## config.mk

```make
export PLATFORM = sky130hd
export DESIGN_NAME = exc_stack_seq
export DESIGN_NICKNAME = d
export VERILOG_FILES = /design/src/rtl/exc_stack_pkg.sv /design/src/rtl/exc_align_chk.sv /design/src/rtl/exc_ae_track.sv /design/src/rtl/exc_push_fsm.sv /design/src/rtl/exc_stack_seq.sv
export SDC_FILE = /design/constraint.sdc
export NUM_CORES = 1
export LEC_CHECK = 0
export BUFFER_PORTS_ARGS = -buffer_cell sky130_fd_sc_hd__buf_4
export CORE_MARGIN = 1
export CORE_UTILIZATION = 44
export CTS_BUF_LIST = sky130_fd_sc_hd__clkbuf_8
export CTS_CLUSTER_DIAMETER = 200
export DETAILED_ROUTE_END_ITERATION = 10
export GPL_TIMING_DRIVEN = 0
export HOLD_SLACK_MARGIN = 0.02
export PLACE_DENSITY = 0.79
export SYNTH_ARGS = -nofsm -noshare
export SYNTH_HDL_FRONTEND = slang
export SYNTH_SLANG_ARGS = --single-unit
```

## constraint.sdc

```tcl
create_clock -name clk -period 2.2 [get_ports clk]
set_input_delay 0.22 -clock clk [delete_from_list [all_inputs] [get_ports clk]]
set_output_delay 0.22 -clock clk [all_outputs]
set_load 0.02 [all_outputs]
```

## src/rtl/exc_stack_pkg.sv

```systemverilog
// Shared types for the exception stacking sequencer.
// Assumes a word size that is a power of two in bytes.
package exc_stack_pkg;

    typedef enum logic [1:0] {
        ST_IDLE    = 2'd0,
        ST_PUSH_SR = 2'd1,
        ST_PUSH_PC = 2'd2,
        ST_DONE    = 2'd3
    } stk_state_t;

endpackage

```

## src/rtl/exc_align_chk.sv

```systemverilog
// Alignment checker: flags a stack pointer or vector base whose low
// address bits are not zero. Purely combinational; assumes LSB >= 1.
module exc_align_chk #(
    parameter int AW  = 32,
    parameter int LSB = 2
) (
    input  logic [AW-1:0] sp,
    input  logic [AW-1:0] vbr,
    output logic          misaligned
);

    // Any set bit below the word boundary is an alignment fault.
    always_comb begin
        misaligned = (|sp[LSB-1:0]) | (|vbr[LSB-1:0]);
    end

endmodule

```

## src/rtl/exc_ae_track.sv

```systemverilog
// Address-error tracker: holds a one-bit queued fault. Assumes `accept`
// pulses for one cycle when the sequencer takes a request.
module exc_ae_track (
    input  logic clk,
    input  logic rst_n,
    input  logic accept,
    input  logic accept_is_ae,
    input  logic misaligned,
    output logic pending
);

    // Clear on the address-error exception's own stacking; set on faults of others.
    always_ff @(posedge clk) begin
        if (!rst_n) begin
            pending <= 1'b0;
        end else if (accept) begin
            if (accept_is_ae) begin
                pending <= 1'b0;
            end else if (misaligned) begin
                pending <= 1'b1;
            end
        end
    end

endmodule

```

## src/rtl/exc_push_fsm.sv

```systemverilog
// Push sequencer: on acceptance, latches SP, SR and PC, then writes SR
// and PC at successively lower word-aligned addresses, each waiting for
// bus ready, and finally strobes the decremented SP for one cycle.
// Assumes the bus holds no state between writes.
module exc_push_fsm
    import exc_stack_pkg::*;
#(
    parameter int AW         = 32,
    parameter int DW         = 32,
    parameter int WORD_BYTES = 4
) (
    input  logic          clk,
    input  logic          rst_n,
    input  logic          req_valid,
    input  logic [AW-1:0] sp_in,
    input  logic [DW-1:0] sr_in,
    input  logic [DW-1:0] pc_in,
    input  logic          bus_rdy,
    output logic          accept,
    output logic          busy,
    output logic [AW-1:0] bus_addr,
    output logic [DW-1:0] bus_wdata,
    output logic          bus_we,
    output logic [AW-1:0] sp_out,
    output logic          sp_out_valid
);

    localparam int LSB = $clog2(WORD_BYTES);

    stk_state_t    state_q;
    logic [AW-1:0] sp_q;
    logic [DW-1:0] sr_q;
    logic [DW-1:0] pc_q;
    logic [AW-1:0] sp_dec;

    // Next pointer value and the request handshake.
    always_comb begin
        sp_dec = sp_q - AW'(WORD_BYTES);
        accept = req_valid && (state_q == ST_IDLE);
    end

    // Sequencer state and the working copies of the context.
    always_ff @(posedge clk) begin
        if (!rst_n) begin
            state_q <= ST_IDLE;
            sp_q    <= '0;
            sr_q    <= '0;
            pc_q    <= '0;
        end else begin
            case (state_q)
                ST_IDLE: begin
                    if (accept) begin
                        sp_q    <= sp_in;
                        sr_q    <= sr_in;
                        pc_q    <= pc_in;
                        state_q <= ST_PUSH_SR;
                    end
                end
                ST_PUSH_SR: begin
                    if (bus_rdy) begin
                        sp_q    <= sp_dec;
                        state_q <= ST_PUSH_PC;
                    end
                end
                ST_PUSH_PC: begin
                    if (bus_rdy) begin
                        sp_q    <= sp_dec;
                        state_q <= ST_DONE;
                    end
                end
                default: state_q <= ST_IDLE;
            endcase
        end
    end

    // Bus write port and result strobe, decoded from the state.
    always_comb begin
        busy         = (state_q != ST_IDLE);
        bus_we       = (state_q == ST_PUSH_SR) || (state_q == ST_PUSH_PC);
        bus_addr     = {sp_dec[AW-1:LSB], {LSB{1'b0}}};
        bus_wdata    = (state_q == ST_PUSH_PC) ? pc_q : sr_q;
        sp_out       = sp_q;
        sp_out_valid = (state_q == ST_DONE);
    end

endmodule

```

## src/rtl/exc_stack_seq.sv

```systemverilog
// Exception stacking sequencer top: joins the push sequencer, the
// alignment checker and the queued address-error tracker. Assumes the
// outer logic starts the address-error exception when busy is low and
// ae_pending is high.
module exc_stack_seq #(
    parameter int AW         = 32,
    parameter int DW         = 32,
    parameter int WORD_BYTES = 4
) (
    input  logic          clk,
    input  logic          rst_n,
    input  logic          req_valid,
    input  logic          req_is_ae,
    input  logic [AW-1:0] sp_in,
    input  logic [AW-1:0] vbr_in,
    input  logic [DW-1:0] sr_in,
    input  logic [DW-1:0] pc_in,
    output logic          busy,
    output logic [AW-1:0] bus_addr,
    output logic [DW-1:0] bus_wdata,
    output logic          bus_we,
    input  logic          bus_rdy,
    output logic [AW-1:0] sp_out,
    output logic          sp_out_valid,
    output logic          ae_pending
);

    localparam int LSB = $clog2(WORD_BYTES);

    logic accept;
    logic misaligned;

    exc_push_fsm #(.AW(AW), .DW(DW), .WORD_BYTES(WORD_BYTES)) u_fsm (
        .clk          (clk),
        .rst_n        (rst_n),
        .req_valid    (req_valid),
        .sp_in        (sp_in),
        .sr_in        (sr_in),
        .pc_in        (pc_in),
        .bus_rdy      (bus_rdy),
        .accept       (accept),
        .busy         (busy),
        .bus_addr     (bus_addr),
        .bus_wdata    (bus_wdata),
        .bus_we       (bus_we),
        .sp_out       (sp_out),
        .sp_out_valid (sp_out_valid)
    );

    exc_align_chk #(.AW(AW), .LSB(LSB)) u_align (
        .sp         (sp_in),
        .vbr        (vbr_in),
        .misaligned (misaligned)
    );

    exc_ae_track u_track (
        .clk          (clk),
        .rst_n        (rst_n),
        .accept       (accept),
        .accept_is_ae (req_is_ae),
        .misaligned   (misaligned),
        .pending      (ae_pending)
    );

endmodule

```

==> metrics.csv <==
stage;metric;value;unit
yosys;Mapped Area;0.005157;sq mm
timing;Hold Slack;0.09023;ns
pwr;combinational group share of total power;68.0;%
timing;crit share post-route;121.5;%
route;Routed Antenna Nets;0;
worst_setup_path;Startpoint Class;flip-flop;
min_path;type of the most critical hold path;in -> reg;
global_route;gr ovfl total;0;
clock_network;CTS tree;done;
route;First-pass DRT Iterations;5;
pwr;Net Sw Power;6.074;mW
clock_network;H-tree levels;3;
timing;unrepaired setup endpoints after global routing;yes;
worst_setup_path;CP max stage delay;0.57;ns
route;Remaining DRCs;0;
finish;Nets;1036;
route;Via density;5.710;
finish;layout cell share with drive strength beyond 1;45.68;%
route;wire per inst;17.85;um
timing;relative slew slack;50.50;%
yosys;asr flop ratio synth;0;%
global_route;first-pass GRT wire length;27.90;mm
worst_setup_path;Setup CP Type;reg -> out;
worst_setup_path;CP arrival;2.45;ns
route;drt initial violations;365;
die;Die Span Y;110.3;um
run_status;outcome;complete, but fails checks;
worst_setup_path;Critical Path, Cell by Cell;or4_4 -> or3_4 -> or3_4 -> xnor2_4 -> buf_6;
worst_setup_path;CP endpoint kind;primary output;
worst_setup_path;Crit path max-delay family;simple AND/OR/NAND/NOR gates;
timing;fmax;0.3740;GHz
finish;most frequent cells in the layout;buf_4, nand2_1, dfxtp_1;
finish;Layout fillers;834;
clock_network;clock-pin slew on the worst setup and hold paths;0.11;ns
yosys;register area share after synthesis;38.43;%
die;die area;0.01216;sq mm
worst_setup_path;worst-path maximum fanout;5;
global_route;number of global-route vias before repair;5680;
timing;max-slew violations;0;
timing;Clock Skew;0.01605;ns
finish;post-route cell area;0.008173;sq mm
pwr;clock network fraction of total power;9.1;%
yosys;Avg Inst Size Synth;8.046;sq um
pwr;Power Dens Cells;1543;mW/mm^2
place;Final GP Congestion;0.8813;
worst_setup_path;WP data required;1.98;ns
global_route;gr usage total;30.16;%
yosys;Synth Register Bits;99;
timing;setup ws final;-0.4736;ns
place;DP Area;0.007096;sq mm
pwr;Tot Pwr;12.61;mW
finish;Ant. Diodes;0;
yosys;ranking of synthesized cells by area;dfxtp_1, nand2_1, a21oi_1;
finish;Area Growth Syn to Fin;58.47;%
die;die width;110.3;um
finish;most common library cell in the layout ignoring fill and taps;buf_4;
clock_network;Num CTS Buffers;9;
global_route;largest net degree at the start of global routing;20;
pwr;Flop pwr share;22.9;%
yosys;share of the synthesized area in the top cell type;38.43;%
pwr;internal power;6.534;mW
run_status;violated checks;setup timing;
worst_setup_path;reg2reg path depth;8;
worst_setup_path;CP startpoint;u_fsm.sp_out[3]$_SDFFE_PN0P_;
yosys;post-synth cell types;62;
finish;Multi-input gate area;0.003488;sq mm
finish;register area;0.002019;sq mm
die;I/O pins;233;
route;DRT Wirelength;18.66;mm
worst_setup_path;critical path's slowest cell;or4_4;
die;Initial Utilization;45.17;%
place;estimated wirelength of the detail-placed design;13.10;mm
min_path;Worst Hold Path Cells;3;
worst_setup_path;CP Buf/Inv Count;1;
worst_setup_path;Stages on worst setup path;5;
route;via count;5967;
clock_network;CTS Sinks;99;
timing;worst slew pin tran;0.7425;ns
pwr;Pleak;3.540;nW
global_route;initial antenna violation count;0;
min_path;hold path start;sr_in[13];
timing;Tmin final;2.674;ns
pwr;worst vdd ir;1266;uV
die;core area;0.01142;sq mm
timing;Setup TNS Final;-8.068;ns
yosys;Synth Flop Type;dfxtp_1;
yosys;cell taking the most area after synthesis;dfxtp_1;
yosys;synth warn;0;
worst_setup_path;Crit path top cell by count;or3_4;
yosys;Gate Count Post-Synth;641;
die;FP Rows;39;
yosys;Post-synth EDFFs;0;
worst_setup_path;beginning of the worst register-to-register path;u_fsm.sp_out[3]$_SDFFE_PN0P_;
pwr;switching share of power;48.18;%
timing;Final Hold Fails;0;
clock_network;CTS root buffer;clkbuf_8;
timing;Setup-failing EPs final;31;
clock_network;Bufs on Longest Clock Path;2;
clock_network;clk_lat worst skew;0.37;ns
flow_run;Max Cap Violations;0;
place;IO Port Bufs;200;
==> what timing repair did <==
item / in CTS / in global routing
gates resized for setup: 108 / 39
setup buffers: 39 / 16
hold buffers: 1 / 0
pin swaps: 39 / 28
setup endpoints to repair: 85 / 79
hold endpoints to repair: 1 / 0
==> power groups by stage <==
| stage | Clock [mW] | Combinational [mW] | Sequential (mW) |
|---|---|---|---|
| finish | 1.15 | 8.57 | 2.89 |
| global route | 1.25 | 9.04 | 2.95 |
| CTS | 1.16 | 8.02 | 2.84 |
| detailed placement | 0 | 6.81 | 2.78 |
| global placement | 0 | 6.71 | 2.75 |
| floorplan | 0 | 4.27 | 2.93 |
==> flip-flops by register name, indices dropped and copies added (netlist names) <==
signal           cells
u_fsm.pc_q          32
u_fsm.sp_out        32
u_fsm.sr_q          32
u_fsm.state_q        2
u_track.pending      1
==> cell usage after synthesis, types with 2 or more instances <==
cell type,instances
o211ai_1,2
ha_1,6
o221ai_1,8
nand3_1,7
xor2_1,14
nor4_1,5
buf_1,4
nand2_1,150
o21bai_1,2
mux2_2,33
and4_1,2
or4_4,3
inv_1,9
a31oi_1,5
nand4_1,3
xnor2_1,12
or3_1,6
a221oi_1,3
o21ai_1,2
a211oi_1,3
nor4_2,4
buf_2,4
nor4b_2,2
dfxtp_1,99
o22ai_1,6
and2_1,6
nor2_1,24
a21o_1,2
buf_4,2
buf_6,2
o21ai_0,12
nand4b_1,2
or4_1,6
nor2b_1,5
clkbuf_1,40
nor3_1,17
a31o_2,2
a21oi_1,82
and3_1,4
a22oi_1,14
mux2i_1,6
==> logic make-up (layout without fill, tap and decap cells) <==
kind of cell | after synthesis | in the layout | share of synthesized area (%)
simple gates | 257 | 257 | 24.43
other cells | 1 | 2 | 0.07271
mux | 39 | 39 | 8.370
buf+inv | 61 | 321 | 4.973
compound gates | 152 | 152 | 17.86
fa+ha+maj | 6 | 6 | 1.456
flops | 99 | 99 | 38.43
xor+xnor | 26 | 26 | 4.415
==> routing by layer <==
metal | part of all wire (%) | global-route usage, % | up-vias
li1 | - | - | 2756
met5 | 0 | 0 | -
met2 | 49 | 51.20 | 374
met3 | 11 | 8.995 | 55
met4 | 3.3 | 15.04 | 0
met1 | 37 | 34.35 | 2782
==> path summary, 6_finish.rpt <==
kind                                                      end  slack, ns
worst max-delay path                             bus_addr[19]      -0.47
worst min-delay path              u_fsm.sr_q[13]$_SDFFE_PN0P_       0.09
worst max register to register  u_fsm.sp_out[11]$_SDFFE_PN0P_      -0.27
worst min register to register    u_fsm.sr_q[16]$_SDFFE_PN0P_       0.46
==> metrics by stage <==
step           worst slack (ns)  instances  utilization, %
2_1_floorplan           -0.1531        642               -
3_3_place_gp            -0.5911        985           62.14
3_5_place_dp            -0.6897        985           62.14
4_1_cts                 -0.5567       1033           69.58
5_1_grt                 -0.5292       1045           71.58
6_report                -0.4736       1045           71.58
==> worst register-to-register path: stages (launching register included) <==
cell and delay (ns):
dfxtp_4 0.38, or4_4 0.57, or3_4 0.43, buf_12 0.16, buf_6 0.12, buf_6 0.10
or4_4 0.41, a21o_1 0.17, o21ai_1 0.06
==> layout make-up <==
class / count / area share, %
Timing Repair Buffer: 253 / 25.03
Inverter: 9 / 0.4746
Buffer: 43 / 2.541
Clock buffer: 9 / 1.516
Multi-Input combinational cell: 482 / 42.68
Sequential cell: 99 / 24.71
Clock inverter: 7 / 0.8573
Tap cell: 143 / 2.189
Note: power is estimated with default switching activity, not from simulation.
